<file path="config.mk">
export PLATFORM = sky130hd
export DESIGN_NAME = doorbell_mbox
export DESIGN_NICKNAME = d
export VERILOG_FILES = /design/src/rtl/doorbell_pkg.sv /design/src/rtl/doorbell_ctrl.sv /design/src/rtl/doorbell_dp.sv /design/src/rtl/doorbell_mbox.sv
export SDC_FILE = /design/constraint.sdc
export NUM_CORES = 2
export LEC_CHECK = 0
export BUFFER_PORTS_ARGS = -buffer_cell sky130_fd_sc_hd__buf_4
export CELL_PAD_IN_SITES_DETAIL_PLACEMENT = 0
export CELL_PAD_IN_SITES_GLOBAL_PLACEMENT = 1
export CORE_ASPECT_RATIO = 0.75
export CORE_MARGIN = 4
export CORE_UTILIZATION = 48
export DETAILED_ROUTE_END_ITERATION = 8
export PLACE_DENSITY = 0.9
export SYNTH_ARGS = -nofsm -noshare
export SYNTH_HDL_FRONTEND = slang
export SYNTH_SLANG_ARGS = --single-unit
</file>
<file path="constraint.sdc">
create_clock -name clk -period 2.5 [get_ports clk]
set_input_delay 0.125 -clock clk [delete_from_list [all_inputs] [get_ports clk]]
set_output_delay 0.125 -clock clk [all_outputs]
set_load 0.1 [all_outputs]
</file>
<file path="src/rtl/doorbell_pkg.sv">
package doorbell_pkg;
  localparam int MAXC    = 4;
  localparam int ADDR_W  = 5;
  localparam int DATA_W  = 32;
  localparam int EXT_W   = 30;
  localparam int PAY_W   = DATA_W - 1;

  localparam logic [1:0] KIND_OUT_CMD = 2'd0;
  localparam logic [1:0] KIND_OUT_EXT = 2'd1;
  localparam logic [1:0] KIND_IN_CMD  = 2'd2;
  localparam logic [1:0] KIND_IN_EXT  = 2'd3;
  localparam logic [3:0] OFS_BUSY_MASK = 4'd0;
  localparam logic [3:0] OFS_DONE_MASK = 4'd1;
  localparam logic [3:0] OFS_DONE_FLAG = 4'd2;

  typedef struct packed {
    logic [MAXC-1:0][MAXC-1:0] launch;   // [src][tgt]
    logic [MAXC-1:0][MAXC-1:0] extWr;    // [src][tgt]
    logic [MAXC-1:0][MAXC-1:0] ack;      // [src][tgt]
    logic [MAXC-1:0]           busyMaskWr;
    logic [MAXC-1:0]           doneMaskWr;
    logic [MAXC-1:0]           doneClrWr;
  } dbStrobes_t;
endpackage

</file>
<file path="src/rtl/doorbell_ctrl.sv">
module doorbell_ctrl
  import doorbell_pkg::*;
#(
  parameter int N = 4
) (
  input  logic [MAXC-1:0]             weP,
  input  logic [MAXC-1:0][ADDR_W-1:0] addrP,
  input  logic [MAXC-1:0]             busyBitP,
  input  logic [MAXC-1:0][MAXC-1:0]   pendIn,
  output dbStrobes_t                  strb
);
  always_comb begin
    strb = '0;
    for (int c = 0; c < MAXC; c++) begin
      logic [1:0] slot;
      logic [1:0] kind;
      slot = addrP[c][3:2];
      kind = addrP[c][1:0];
      if (weP[c] && (c < N)) begin
        if (!addrP[c][4]) begin
          if (32'(slot) < N) begin
            unique case (kind)
              KIND_OUT_CMD: if (busyBitP[c] && !pendIn[c][slot]) strb.launch[c][slot] = 1'b1;
              KIND_OUT_EXT: if (!pendIn[c][slot]) strb.extWr[c][slot] = 1'b1;
              KIND_IN_CMD:  if (busyBitP[c] && pendIn[slot][c]) strb.ack[slot][c] = 1'b1;
              KIND_IN_EXT:  ;
            endcase
          end
        end else begin
          if (addrP[c][3:0] == OFS_BUSY_MASK) strb.busyMaskWr[c] = 1'b1;
          if (addrP[c][3:0] == OFS_DONE_MASK) strb.doneMaskWr[c] = 1'b1;
          if (addrP[c][3:0] == OFS_DONE_FLAG) strb.doneClrWr[c]  = 1'b1;
        end
      end
    end
  end
endmodule

</file>
<file path="src/rtl/doorbell_dp.sv">
module doorbell_dp
  import doorbell_pkg::*;
#(
  parameter int N = 4
) (
  input  logic                        clk,
  input  logic                        rstN,
  input  dbStrobes_t                  strb,
  input  logic [MAXC-1:0][ADDR_W-1:0] addrP,
  input  logic [MAXC-1:0][PAY_W-1:0]  wdataP,
  output logic [MAXC-1:0][MAXC-1:0]   pendOut,
  output logic [N-1:0][DATA_W-1:0]    rdata,
  output logic [N-1:0]                irq
);
  localparam logic [MAXC-1:0] VALID_MASK = MAXC'((1 << N) - 1);

  logic [MAXC-1:0][MAXC-1:0][PAY_W-1:0] cmdQ;
  logic [MAXC-1:0][MAXC-1:0][EXT_W-1:0] extQ;
  logic [MAXC-1:0][MAXC-1:0]            pendQ;
  logic [MAXC-1:0][MAXC-1:0]            doneQ;   // [sender][target]
  logic [MAXC-1:0][MAXC-1:0]            busyMaskQ;
  logic [MAXC-1:0][MAXC-1:0]            doneMaskQ;

  assign pendOut = pendQ;

  always_ff @(posedge clk) begin
    if (!rstN) begin
      cmdQ      <= '0;
      extQ      <= '0;
      pendQ     <= '0;
      doneQ     <= '0;
      busyMaskQ <= '0;
      doneMaskQ <= '0;
    end else begin
      for (int s = 0; s < MAXC; s++) begin
        if (strb.busyMaskWr[s]) busyMaskQ[s] <= wdataP[s][MAXC-1:0] & VALID_MASK;
        if (strb.doneMaskWr[s]) doneMaskQ[s] <= wdataP[s][MAXC-1:0] & VALID_MASK;
        for (int t = 0; t < MAXC; t++) begin
          if (strb.launch[s][t]) begin
            pendQ[s][t] <= 1'b1;
            cmdQ[s][t]  <= wdataP[s];
          end else if (strb.ack[s][t]) begin
            pendQ[s][t] <= 1'b0;
          end
          if (strb.extWr[s][t]) extQ[s][t] <= wdataP[s][EXT_W-1:0];
          if (strb.ack[s][t])
            doneQ[s][t] <= 1'b1;
          else if (strb.doneClrWr[s] && wdataP[s][t])
            doneQ[s][t] <= 1'b0;
        end
      end
    end
  end

  for (genvar c = 0; c < N; c++) begin : g_core
    logic [MAXC-1:0] colPend;
    always_comb begin
      for (int s = 0; s < MAXC; s++) colPend[s] = pendQ[s][c];
    end
    assign irq[c] = (|(colPend & busyMaskQ[c])) | (|(doneQ[c] & doneMaskQ[c]));

    always_comb begin
      logic [1:0] slot;
      slot = addrP[c][3:2];
      rdata[c] = '0;
      if (!addrP[c][4]) begin
        if (32'(slot) < N) begin
          unique case (addrP[c][1:0])
            KIND_OUT_CMD: rdata[c] = {pendQ[c][slot], cmdQ[c][slot]};
            KIND_OUT_EXT: rdata[c] = {2'b00, extQ[c][slot]};
            KIND_IN_CMD:  rdata[c] = {pendQ[slot][c], cmdQ[slot][c]};
            KIND_IN_EXT:  rdata[c] = {2'b00, extQ[slot][c]};
          endcase
        end
      end else begin
        if (addrP[c][3:0] == OFS_BUSY_MASK) rdata[c] = DATA_W'(busyMaskQ[c]);
        if (addrP[c][3:0] == OFS_DONE_MASK) rdata[c] = DATA_W'(doneMaskQ[c]);
        if (addrP[c][3:0] == OFS_DONE_FLAG) rdata[c] = DATA_W'(doneQ[c]);
      end
    end

    p_masked_quiet_r9: assert property (@(posedge clk) disable iff (!rstN)
      (busyMaskQ[c] == '0 && doneMaskQ[c] == '0) |-> !irq[c]);

    for (genvar t = 0; t < N; t++) begin : g_pair
      p_launch_sets_r2: assert property (@(posedge clk) disable iff (!rstN)
        strb.launch[c][t] |=> pendQ[c][t]);
      p_no_launch_busy_r4: assert property (@(posedge clk) disable iff (!rstN)
        pendQ[c][t] |-> !strb.launch[c][t] && !strb.extWr[c][t]);
      p_busy_holds_r4: assert property (@(posedge clk) disable iff (!rstN)
        (pendQ[c][t] && !strb.ack[c][t]) |=>
          (pendQ[c][t] && $stable(cmdQ[c][t]) && $stable(extQ[c][t])));
      p_ack_clears_r6: assert property (@(posedge clk) disable iff (!rstN)
        strb.ack[c][t] |=> !pendQ[c][t]);
      p_ack_done_r8: assert property (@(posedge clk) disable iff (!rstN)
        strb.ack[c][t] |=> doneQ[c][t]);
    end
  end
endmodule

</file>
<file path="src/rtl/doorbell_mbox.sv">
module doorbell_mbox
  import doorbell_pkg::*;
#(
  parameter int N = 4
) (
  input  logic                clk,
  input  logic                rstN,
  input  logic [N-1:0]        busWe,
  input  logic [N*ADDR_W-1:0] busAddr,
  input  logic [N*DATA_W-1:0] busWdata,
  output logic [N*DATA_W-1:0] busRdata,
  output logic [N-1:0]        coreIrq
);
  logic [MAXC-1:0]             weP;
  logic [MAXC-1:0][ADDR_W-1:0] addrP;
  logic [MAXC-1:0][PAY_W-1:0]  wdataP;
  logic [MAXC-1:0]             busyBitP;
  logic [MAXC-1:0][MAXC-1:0]   pend;
  logic [N-1:0][DATA_W-1:0]    rdata;
  dbStrobes_t                  strb;

  for (genvar c = 0; c < MAXC; c++) begin : g_pad
    if (c < N) begin : g_live
      assign weP[c]      = busWe[c];
      assign addrP[c]    = busAddr[c*ADDR_W +: ADDR_W];
      assign wdataP[c]   = busWdata[c*DATA_W +: PAY_W];
      assign busyBitP[c] = busWdata[c*DATA_W + DATA_W - 1];
    end else begin : g_idle
      assign weP[c]      = 1'b0;
      assign addrP[c]    = '0;
      assign wdataP[c]   = '0;
      assign busyBitP[c] = 1'b0;
    end
  end

  assign busRdata = rdata;

  doorbell_ctrl #(.N(N)) ctrl_i (
    .weP(weP), .addrP(addrP), .busyBitP(busyBitP), .pendIn(pend), .strb(strb)
  );

  doorbell_dp #(.N(N)) dp_i (
    .clk(clk), .rstN(rstN), .strb(strb), .addrP(addrP), .wdataP(wdataP),
    .pendOut(pend), .rdata(rdata), .irq(coreIrq)
  );
endmodule

</file>
==> out/metrics.cfg <==
[routing]
wl_um = 220000
num_vias = 48619
routed_wire_length_per_instance_um = 31.3
drtIter0Drc = 7283
drc_errors = 0
drt.antenna.violating_nets = 0
first_pass_iters = 6
avgViaCountPerCell = 6.92

[sta]
maxSlewViolCount = 0
finalSetupViolations = 0
post-route-period-util_pct = 99.9
slew_headroom_pct = 22.9
final_hold_viol_count = 0
rsz0062_at_grt = no
worst-slew-pin-transition_ps = 1160
skew_ps = 37.7
finalSetupTns_ps = 0
period_needed_ps = 2500
max_freq_mhz = 401

[global_route]
gr-usage-met3_pct = 13.8
antenna_found_initial = 5
met1_usage_pct = 50.1
grt_pass1_vias = 45702
busiest_layer = met2
grt_pass1_wl_um = 315000
overflow = 0
grt_max_degree = 87
grtUsageMet2_pct = 55.3
grt_use_total_pct = 38.6

[clock_tree]
cts_made_buffers = 101
cts_tree = done
clk_latency_ps = 730
clkSinkCount = 1040
h-tree-depth = 3
clockRootBuffer = clkbuf_16
path_clk_slew_ps = 70
cts_buffer_depth = 3

[finish]
final_layout_size_suffix_gt1_share_pct = 24.2
stdcell_count = 7021
post-route-util_pct = 59.0
final_nets = 5683
syn2layout_area_growth_pct = 21.1

[logic_synthesis]
ys_types = 63
synth_seq_cells = 1040
syn_nets = 5441
yosys.area.top_type = dfxtp_1
synth_flop_cell = dfxtp_1
syn-instance-count = 5287
ys_seq_area_share_pct = 41.1
synth_top_cell_area_share_pct = 41.1
ys_async_sr_fraction_pct = 0
yosysWarnings = 0
synth_area_leaders = dfxtp_1 41%, mux4_2 16%, nand3_1 9.7%
synth.cell_area_um2 = 50600
syn_area_per_cell_um2 = 9.57
synth_edf_count = 0

[floorplanning]
initial_core_util_pct = 48.7
rows = 102
pin_count = 286
fp.coreArea_um2 = 104000
dieHeight_um = 289
die_w_um = 383
die_area_um2 = 111000

[worst_hold_path]
hp-start = busWe[2]
hp-class = in -> reg

[worst_setup_path]
end_kind = output port
worst-r2r-cell-count = 5
crit_path_start_kind = flip-flop
required_ps = 2380
r2r_setup_slack_ps = 70
path_buf_inv = 1
crit_start = dp_i.extQ[93]
path_max_fanout = 3
max_stage_delay_ps = 500
critPathTopFamily = multiplexers
endpoint = busRdata[3]
cp_num_cells = 5
r2r-start = dp_i.pendOut[11]
crit_slowest_cell = mux4_2
reg2reg_to = dp_i.extQ[278]
path_cells = mux4_2 -> mux2i_2 -> a221oi_2 -> a31o_2 -> buf_12
path_class = reg -> out
cp.arrival_ps = 2370

[place]
gp_congestion = 0.977
dp.cells = 6691
dp_hpwl_um = 146000
port_buffers = 285

[power]
peakVddDrop_mv = 0.674
leakagePower_nw = 21.8
p_total_w = 0.0378
powerDensity_nw_per_um2 = 617

[flow_run]
maxCapViolations = 0

[run_status]
outcome = complete, no violations

## sequential cells by signal (all words and copies together), names as in the netlist
name,cells
dp_i.busyMaskQ,16
dp_i.cmdQ,496
dp_i.doneMaskQ,16
dp_i.doneQ,16
dp_i.extQ,480
dp_i.pendOut,16
## Yosys cell counts (18+ instances only)
library cell  count
clkbuf_1        229
o21ai_0         663
mux4_2          355
nand3_1         981
a21oi_1          52
o32ai_1          20
a22oi_1          18
o2bb2ai_1        23
o22ai_1          97
buf_2           162
dfxtp_1        1040
a311oi_1         21
nand2_1         296
mux2i_1         242
nand2b_1         56
o21ai_1         281
o211ai_1         21
mux2_2           61
a211oi_1         27
a221oi_1         31
or4_1            19
buf_1           121
o21ai_2          20
buf_6            44
a21boi_0         18
nor2_1          153
## cells by family after synthesis
group / Yosys count / synth area share, %
AO/OA/AOI/OAI: 1397 / 16.1
flip-flops: 1040 / 41.1
buffers and inverters: 581 / 5.41
AND/OR/NAND/NOR: 1611 / 15.4
multiplexers: 658 / 21.9
## power by group
group | internal [W] | switching (W)
clock | 0.00940 | 0.00705
sequential | 0.0167 | 0.0000837
combinational | 0.00143 | 0.00320
total | 0.0275 | 0.0103
## metrics by stage
| stage | hold WS (ps) | worst slack, ps | instance area, µm² |
|---|---|---|---|
| floorplan | 261 | -844 | 51900 |
| global placement | 366 | 48.7 | 56200 |
| detailed placement | 377 | 74.9 | 56200 |
| CTS | 2.14 | -0.720 | 61100 |
| global route | 52.5 | 3.29 | 61300 |
| finish | 29.6 | 3.40 | 61300 |
## cell usage in the layout, fill, tap and decap left out, types with 22 or more instances in the layout
cell type,Yosys,routed
o21ai_0,663,656
buf_12,0,72
dlygate4sd3_1,0,139
nand2_1,296,296
buf_6,44,23
clkinv_2,0,25
a21oi_1,52,52
nand2b_1,56,51
mux2i_1,242,241
clkbuf_16,0,105
nor2_1,153,151
dfxtp_1,1040,1032
mux4_2,355,355
buf_4,6,464
a221oi_1,31,30
nand3_1,981,981
o21ai_2,20,22
o22ai_2,3,33
o22ai_1,97,67
o21ai_1,281,286
mux2_2,61,61
## timing repair
action                                  4_1_cts  5_1_grt
pin swaps                                     2       12
hold endpoints to repair                    992        0
endpoints found under the setup margin       12       23
hold buffers                                139        0
buffers inserted                              0        0
gates resized for setup                      17       44
## layer usage
| metal | routed length [µm] | vias to the layer above |
|---|---|---|
| li1 | - | 20436 |
| met1 | 79400 | 23378 |
| met2 | 89800 | 3861 |
| met3 | 34400 | 940 |
| met4 | 16100 | 4 |
| met5 | 26 | - |
## worst min path at each step
| stage | end | slack, ps | cells after the start |
|---|---|---|---|
| 3_3_place_gp | dp_i.extQ[379] | 370 | 3 |
| 3_5_place_dp | dp_i.extQ[367] | 380 | 3 |
| 4_1_cts | dp_i.pendOut[10] | 2 | 4 |
| 2_1_floorplan | dp_i.extQ[243] | 260 | 2 |
| 5_1_grt | dp_i.pendOut[4] | 50 | 4 |
| 6_report | dp_i.doneQ[11] | 30 | 5 |
## tightest hold or removal path, cell delays in order
cell and delay (ps):
buf_4 140, nand2_1 80, nor3_1 90, a21boi_0 180, o21a_1 120
## layout make-up
| type | instances | area (µm²) |
|---|---|---|
| multi-input cells | 3666 | 28500 |
| flip-flops and latches | 1040 | 20800 |
| inverters | 18 | 70.1 |
| fillers | 8661 | 42600 |
| clock buffers | 141 | 2920 |
| diodes | 5 | 12.5 |
| clock inverters | 45 | 567 |
| well taps | 1404 | 1760 |
| repair buffers | 702 | 6630 |
Note: power is estimated with default switching activity, not from simulation.
